### config.mk
export PLATFORM = sky130hd
export DESIGN_NAME = seqdma_channel
export DESIGN_NICKNAME = d
export VERILOG_FILES = /design/src/rtl/seqdma_pkg.sv /design/src/rtl/seqdma_regs.sv /design/src/rtl/seqdma_req.sv /design/src/rtl/seqdma_xfer.sv /design/src/rtl/seqdma_channel.sv
export SDC_FILE = /design/constraint.sdc
export NUM_CORES = 1
export LEC_CHECK = 0
export BUFFER_PORTS_ARGS = -buffer_cell sky130_fd_sc_hd__buf_2
export CORE_MARGIN = 5
export CORE_UTILIZATION = 51
export DETAILED_ROUTE_END_ITERATION = 10
export GPL_ROUTABILITY_DRIVEN = 1
export PLACE_DENSITY = 0.77
export SETUP_SLACK_MARGIN = 0.1
export SYNTH_ARGS = -nofsm -noshare
export SYNTH_HDL_FRONTEND = slang
export SYNTH_SLANG_ARGS = --single-unit
### constraint.sdc
create_clock -name clk -period 2.8 [get_ports clk]
set_input_delay 0.42 -clock clk [delete_from_list [all_inputs] [get_ports clk]]
set_output_delay 0.42 -clock clk [all_outputs]
set_load 0.01 [all_outputs]
### src/rtl/seqdma_pkg.sv
package seqdma_pkg;

  typedef enum logic [1:0] {
    XS_IDLE  = 2'd0,
    XS_READ  = 2'd1,
    XS_WRITE = 2'd2
  } xfer_state_e;

  localparam int NUM_SRC = 10;
  localparam int SRC_EXT = 9;
  localparam int SRC_W   = 4;
  localparam int DATA_W  = 16;

  localparam logic [1:0] SEL_MAR  = 2'd0;
  localparam logic [1:0] SEL_IOAR = 2'd1;
  localparam logic [1:0] SEL_CNT  = 2'd2;
  localparam logic [1:0] SEL_CTL  = 2'd3;

  localparam int CTL_EN    = 0;
  localparam int CTL_IE    = 1;
  localparam int CTL_DEC   = 2;
  localparam int CTL_WORD  = 3;
  localparam int CTL_TOMEM = 4;
  localparam int CTL_SRC   = 5;
  localparam int CTL_BITS  = CTL_SRC + SRC_W;

endpackage

### src/rtl/seqdma_regs.sv
module seqdma_regs
  import seqdma_pkg::*;
#(
  parameter int ADDR_W = 24,
  parameter int CNT_W  = 16,
  parameter int CFG_W  = 24
) (
  input  logic              clk,
  input  logic              rst_n,
  input  logic              cfg_we,
  input  logic [1:0]        cfg_sel,
  input  logic [CFG_W-1:0]  cfg_wdata,
  input  logic              xfer_done,
  output logic [ADDR_W-1:0] mar,
  output logic [ADDR_W-1:0] ioar,
  output logic [CNT_W-1:0]  cnt,
  output logic              en,
  output logic              word,
  output logic              dec,
  output logic              to_mem,
  output logic [SRC_W-1:0]  src_sel,
  output logic              irq
);

  logic [ADDR_W-1:0] mar_d, ioar_d, step;
  logic [CNT_W-1:0]  cnt_d;
  logic              en_d, ie, ie_d, word_d, dec_d, to_mem_d, irqf, irqf_d;
  logic [SRC_W-1:0]  src_d;

  assign step = word ? ADDR_W'(2) : ADDR_W'(1);

  always_comb begin
    mar_d    = mar;
    ioar_d   = ioar;
    cnt_d    = cnt;
    en_d     = en;
    ie_d     = ie;
    word_d   = word;
    dec_d    = dec;
    to_mem_d = to_mem;
    src_d    = src_sel;
    irqf_d   = irqf;
    if (xfer_done) begin
      mar_d = dec ? (mar - step) : (mar + step);
      cnt_d = cnt - CNT_W'(1);
      if (cnt == CNT_W'(1)) begin
        en_d = 1'b0;
        if (ie) irqf_d = 1'b1;
      end
    end
    if (cfg_we) begin
      case (cfg_sel)
        SEL_MAR:  mar_d  = cfg_wdata[ADDR_W-1:0];
        SEL_IOAR: ioar_d = cfg_wdata[ADDR_W-1:0];
        SEL_CNT:  cnt_d  = cfg_wdata[CNT_W-1:0];
        default: begin
          en_d     = cfg_wdata[CTL_EN];
          ie_d     = cfg_wdata[CTL_IE];
          dec_d    = cfg_wdata[CTL_DEC];
          word_d   = cfg_wdata[CTL_WORD];
          to_mem_d = cfg_wdata[CTL_TOMEM];
          src_d    = cfg_wdata[CTL_SRC +: SRC_W];
          if (cfg_wdata[CTL_EN] || !cfg_wdata[CTL_IE]) irqf_d = 1'b0;
        end
      endcase
    end
  end

  always_ff @(posedge clk or negedge rst_n) begin
    if (!rst_n) begin
      mar <= '0; ioar <= '0; cnt <= '0; en <= 1'b0; ie <= 1'b0;
      word <= 1'b0; dec <= 1'b0; to_mem <= 1'b0; src_sel <= '0; irqf <= 1'b0;
    end else begin
      mar <= mar_d; ioar <= ioar_d; cnt <= cnt_d; en <= en_d; ie <= ie_d;
      word <= word_d; dec <= dec_d; to_mem <= to_mem_d; src_sel <= src_d;
      irqf <= irqf_d;
    end
  end

  assign irq = irqf & ie;

  p_end_off_r4: assert property (@(posedge clk) disable iff (!rst_n)
    xfer_done && (cnt == CNT_W'(1)) && !cfg_we |=> !en);

  p_irq_hold_r8: assert property (@(posedge clk) disable iff (!rst_n)
    irq && !cfg_we |=> irq);

  p_mar_after_write_r10: assert property (@(posedge clk) disable iff (!rst_n)
    !$stable(mar) |-> ($past(cfg_we) || $past(xfer_done)));

endmodule

### src/rtl/seqdma_req.sv
module seqdma_req
  import seqdma_pkg::*;
#(
  parameter bit EXT_OK = 1'b1
) (
  input  logic               clk,
  input  logic               rst_n,
  input  logic [NUM_SRC-1:0] src_req,
  input  logic [SRC_W-1:0]   src_sel,
  input  logic               en,
  input  logic               take,
  output logic               pend
);

  logic hit, pend_d;

  always_comb begin
    hit = 1'b0;
    for (int i = 0; i < NUM_SRC; i++) begin
      if ((src_sel == SRC_W'(i)) && (EXT_OK || (i != SRC_EXT))) hit = hit | src_req[i];
    end
  end

  assign pend_d = en & (hit | (pend & ~take));

  always_ff @(posedge clk or negedge rst_n) begin
    if (!rst_n) pend <= 1'b0;
    else        pend <= pend_d;
  end

endmodule

### src/rtl/seqdma_xfer.sv
module seqdma_xfer
  import seqdma_pkg::*;
#(
  parameter int ADDR_W = 24
) (
  input  logic              clk,
  input  logic              rst_n,
  input  logic              pend,
  input  logic              en,
  input  logic [ADDR_W-1:0] mar,
  input  logic [ADDR_W-1:0] ioar,
  input  logic              word,
  input  logic              to_mem,
  input  logic              bus_ack,
  input  logic [DATA_W-1:0] bus_rdata,
  output logic              take,
  output logic              done,
  output logic              bus_req,
  output logic              bus_wr,
  output logic              bus_size,
  output logic [ADDR_W-1:0] bus_addr,
  output logic [DATA_W-1:0] bus_wdata
);

  xfer_state_e       state, state_d;
  logic [DATA_W-1:0] buf_q, buf_d;
  logic [ADDR_W-1:0] raw_addr;

  always_comb begin
    state_d = state;
    buf_d   = buf_q;
    take    = 1'b0;
    done    = 1'b0;
    case (state)
      XS_IDLE: if (pend && en) begin
        state_d = XS_READ;
        take    = 1'b1;
      end
      XS_READ: if (bus_ack) begin
        state_d = XS_WRITE;
        buf_d   = word ? bus_rdata : {8'h00, bus_rdata[7:0]};
      end
      XS_WRITE: if (bus_ack) begin
        state_d = XS_IDLE;
        done    = 1'b1;
      end
      default: state_d = XS_IDLE;
    endcase
  end

  always_ff @(posedge clk or negedge rst_n) begin
    if (!rst_n) begin
      state <= XS_IDLE;
      buf_q <= '0;
    end else begin
      state <= state_d;
      buf_q <= buf_d;
    end
  end

  assign bus_req   = (state != XS_IDLE);
  assign bus_wr    = (state == XS_WRITE);
  assign bus_size  = word;
  assign bus_wdata = buf_q;
  assign raw_addr  = (bus_wr ^ to_mem) ? ioar : mar;
  assign bus_addr  = {raw_addr[ADDR_W-1:1], raw_addr[0] & ~word};

  p_start_read_r7: assert property (@(posedge clk) disable iff (!rst_n)
    $rose(bus_req) |-> (!bus_wr && en));

  p_hold_r2: assert property (@(posedge clk) disable iff (!rst_n)
    bus_req && !bus_ack |=> bus_req && $stable(bus_addr) && $stable(bus_wr));

  p_one_write_r2: assert property (@(posedge clk) disable iff (!rst_n)
    bus_req && bus_wr && bus_ack |=> !bus_req);

endmodule

### src/rtl/seqdma_channel.sv
module seqdma_channel
  import seqdma_pkg::*;
#(
  parameter int ADDR_W = 24,
  parameter int CNT_W  = 16,
  parameter bit EXT_OK = 1'b1,
  parameter int CFG_W  = (ADDR_W > CNT_W) ? ((ADDR_W > CTL_BITS) ? ADDR_W : CTL_BITS)
                                          : ((CNT_W > CTL_BITS) ? CNT_W : CTL_BITS)
) (
  input  logic               clk,
  input  logic               rst_n,
  input  logic               cfg_we,
  input  logic [1:0]         cfg_sel,
  input  logic [CFG_W-1:0]   cfg_wdata,
  input  logic [NUM_SRC-1:0] src_req,
  output logic               bus_req,
  output logic               bus_wr,
  output logic               bus_size,
  output logic [ADDR_W-1:0]  bus_addr,
  output logic [DATA_W-1:0]  bus_wdata,
  input  logic [DATA_W-1:0]  bus_rdata,
  input  logic               bus_ack,
  output logic               chan_on,
  output logic               irq
);

  logic [1:0]        rst_sync;
  logic              rst_n_i;
  logic [ADDR_W-1:0] mar, ioar;
  logic [CNT_W-1:0]  cnt;
  logic              en, word, dec, to_mem, pend, take, done;
  logic [SRC_W-1:0]  src_sel;

  always_ff @(posedge clk or negedge rst_n) begin
    if (!rst_n) rst_sync <= 2'b00;
    else        rst_sync <= {rst_sync[0], 1'b1};
  end
  assign rst_n_i = rst_sync[1];

  seqdma_regs #(.ADDR_W(ADDR_W), .CNT_W(CNT_W), .CFG_W(CFG_W)) u_regs (
    .clk(clk), .rst_n(rst_n_i), .cfg_we(cfg_we), .cfg_sel(cfg_sel),
    .cfg_wdata(cfg_wdata), .xfer_done(done), .mar(mar), .ioar(ioar),
    .cnt(cnt), .en(en), .word(word), .dec(dec), .to_mem(to_mem),
    .src_sel(src_sel), .irq(irq)
  );

  seqdma_req #(.EXT_OK(EXT_OK)) u_req (
    .clk(clk), .rst_n(rst_n_i), .src_req(src_req), .src_sel(src_sel),
    .en(en), .take(take), .pend(pend)
  );

  seqdma_xfer #(.ADDR_W(ADDR_W)) u_xfer (
    .clk(clk), .rst_n(rst_n_i), .pend(pend), .en(en), .mar(mar), .ioar(ioar),
    .word(word), .to_mem(to_mem), .bus_ack(bus_ack), .bus_rdata(bus_rdata),
    .take(take), .done(done), .bus_req(bus_req), .bus_wr(bus_wr),
    .bus_size(bus_size), .bus_addr(bus_addr), .bus_wdata(bus_wdata)
  );

  assign chan_on = en;

endmodule

==> impl_metrics.tcl <==
set metrics [dict create \
    grt_pass1_wl_mm 22.8 \
    maxSlewHeadroom_pct 40.9 \
    endpoint_kind "flop" \
    nets 760 \
    timing.final.hold_violations 0 \
    wl_met1_mm 6.39 \
    cts_tree "done" \
    skew_ns 0.00953 \
    syn_area_sq_mm 0.00565 \
    portBuffers 100 \
    initial_core_util_pct 52.1 \
    wl_met3_microns 754 \
    regArea_sq_mm 0.00238 \
    period_needed_ns 2.63 \
    netlist_instances 570 \
    die_area_sq_mm 0.0133 \
    ant_nets 0 \
    ys_warn_count 0 \
    avgSynthCellArea_sq_um 9.90 \
    first_pass_iters 4 \
    setup_tns_ns 0 \
    num_vias 4665 \
    worst-endpoint-arrival_ns 2.91 \
    setup.worst_path.class "reg -> reg" \
    grt_pass1_vias 4648 \
    final_cell_mix "buf_2 (100), dfrtp_1 (93), mux2_2 (66)" \
    route.met2.wl_mm 6.89 \
    yosysTopAreaCellShare_pct 42.1 \
    clk_path_buf_depth 2 \
    path_clk_slew_ns 0.09 \
    crit_required_ns 3.08 \
    post-dp-hpwl_mm 10.4 \
    yosysTopAreaCell "dfrtp_1" \
    fillCellCount 915 \
    track_usage_pct 21.6 \
    synth_ff_type "dfrtp_1" \
    die_w_microns 115 \
    antenna_found_initial 0 \
    hold_path.class "in -> reg" \
    rsz0062_at_grt "true" \
    drt_wl_total_mm 14.2 \
    fp.dieH_microns 115 \
    leakagePower_uw 0.00301 \
    cp_max_fo 3 \
    coreArea_sq_mm 0.0108 \
    tightest_slew_ns 0.884 \
    cts_buffers 9 \
    synthArstFlopShare_pct 100 \
    critical-path-top-delay-family "compound AO/OA/AOI/OAI gates" \
    clock-root-buffer "clkbuf_8" \
    period_share_pct 93.8 \
    synth.net_count 652 \
    crit_chain "inv_1 -> ha_2 -> inv_1 -> fa_2 -> a21o_1 -> a21o_1 -> a221o_1 -> a221o_1 -> a21oi_2 -> mux2i_1 -> a211oi_1" \
    p_per_area_mw_per_mm2 939 \
    maxCapViolCount 0 \
    status "completed" \
    overflow 0 \
    dr.first_iter.drc_count 236 \
    areaGrowthSynthToFinish_pct 18.3 \
    start_kind "flop" \
    drive_gt1_share_pct 33.8 \
    cp.buffers_inverters 2 \
    synth.top_cells.by_area "dfrtp_1 (42%), mux2_2 (13%), ha_1 (5.5%), a21oi_1 (4.8%), nand2_1 (3.9%)" \
    grt_max_degree 52 \
    top_layer_used "met4" \
    seq_area_frac_synth_pct 42.1 \
    placed_cells 801 \
    drc 0 \
    max_stage_delay_ns 0.42 \
    core.rowCount 38 \
    clk_latency_ns 0.38 \
    antennaDiodeCount 0 \
    multiInputGateArea_sq_mm 0.00320 \
    drv_slew 0 \
    finalSetupViolations 0 \
    htreeDepth 3 \
    finalNonFillerCells 823 \
    clock.fmax_mhz 381 \
    crit_slowest_cell "dfrtp_1" \
    peakVddDrop_v 0.000449 \
    ios 101 \
    ys_types 56 \
    final_common_cell "buf_2" \
    ys_ff_latch 95 \
    synth_edf_count 0 \
    clock_sinks 95 \
    drt-vias-per-instance 5.67 \
    wl_per_cell_microns 17.2 \
    routabilityCongestion 0.851 \
]
timing repair:
item / in CTS / in global routing
resized for setup: 3 / 10
pin swaps: 2 / 7
setup buffers: 1 / 4
endpoints found under the setup margin: 17 / 9
endpoints found under the hold margin: 2 / 0
hold buffers: 1 / 0
layer usage:
metal  vias to the layer above  track usage [%]
li1                       2278                -
met1                      2257             29.1
met2                       117             36.4
met3                        13             3.00
met4                         0             6.10
met5                         -                0
final timing paths:
path                                         start                         endpoint  slack (ns)  depth (start not counted)
min in group asynchronous    rst_sync[1]$_DFF_PN0_          u_regs.mar[2]$_DFF_PN0_        0.34                          0
max                        u_regs.word$_DFFE_PN0P_         u_regs.mar[10]$_DFF_PN0_        0.17                         11
min reg2reg                  rst_sync[1]$_DFF_PN0_          u_regs.mar[2]$_DFF_PN0_        0.34                          0
max in group asynchronous    rst_sync[1]$_DFF_PN0_         u_regs.mar[10]$_DFF_PN0_        1.79                          1
min                                   bus_rdata[7]  u_xfer.bus_wdata[7]$_DFFE_PN0P_        0.28                          2
max reg2reg                u_regs.word$_DFFE_PN0P_         u_regs.mar[10]$_DFF_PN0_        0.17                         11
metrics by stage:
step	hold slack, ns	utilization, %	area, sq um	setup WS [ns]	power (uW)
2_1_floorplan	0.124	-	5660	0.0704	4360
3_3_place_gp	0.207	59.1	6400	0.133	5200
3_5_place_dp	0.208	59.1	6400	0.0684	5280
4_1_cts	0.259	61.0	6610	0.105	6160
5_1_grt	0.259	61.6	6680	0.0486	6730
6_report	0.276	61.6	6680	0.175	6270
layout make-up:
type / instances / area share, %
Sequential cell: 95 / 35.7
Timing Repair Buffer: 124 / 10.6
Clock buffer: 10 / 1.91
Clock inverter: 6 / 0.712
Multi-Input combinational cell: 437 / 47.9
Tap cell: 140 / 2.62
Inverter: 11 / 0.618
logic make-up after synthesis:
group           after synthesis  synth area share (%)
compound gates              143                  16.4
xor+xnor                     30                  4.65
fa+ha+maj                    26                  5.90
buf+inv                      38                  2.55
flops                        95                  42.1
mux                          76                  14.9
other cells                   1                0.0664
simple gates                161                  13.4
sequential cells by signal, summed over array words and instances (netlist names):
| register | flops |
|---|---|
| u_regs.ioar | 24 |
| u_regs.mar | 24 |
| u_regs.cnt | 16 |
| u_xfer.bus_wdata | 16 |
| u_regs.src_sel | 4 |
| rst_sync | 2 |
| u_xfer.state | 2 |
| u_regs.dec | 1 |
| u_regs.en | 1 |
| u_regs.ie | 1 |
| u_regs.irqf | 1 |
| u_regs.to_mem | 1 |
| u_regs.word | 1 |
| u_req.pend | 1 |
power by group:
group / total, uW / internal [uW] / switching [uW]
Combinational: 3340 / 1590 / 1760
Clock: 835 / 326 / 509
Sequential: 2090 / 1770 / 321
Total: 6270 / 3680 / 2590
cell usage after synthesis, types with 8 or more instances:
cell type  instances
mux2_2            66
xor2_1            11
dfrtp_1           95
o21ai_0           29
clkbuf_1          26
xnor2_1           19
a21oi_1           54
a21o_1            10
nand3_1            8
nor3_1             9
nor2_1            47
nand2_1           58
ha_1              25
inv_1             11
mux2i_1           10
No activity file was read; power rests on OpenSTA's default activity.
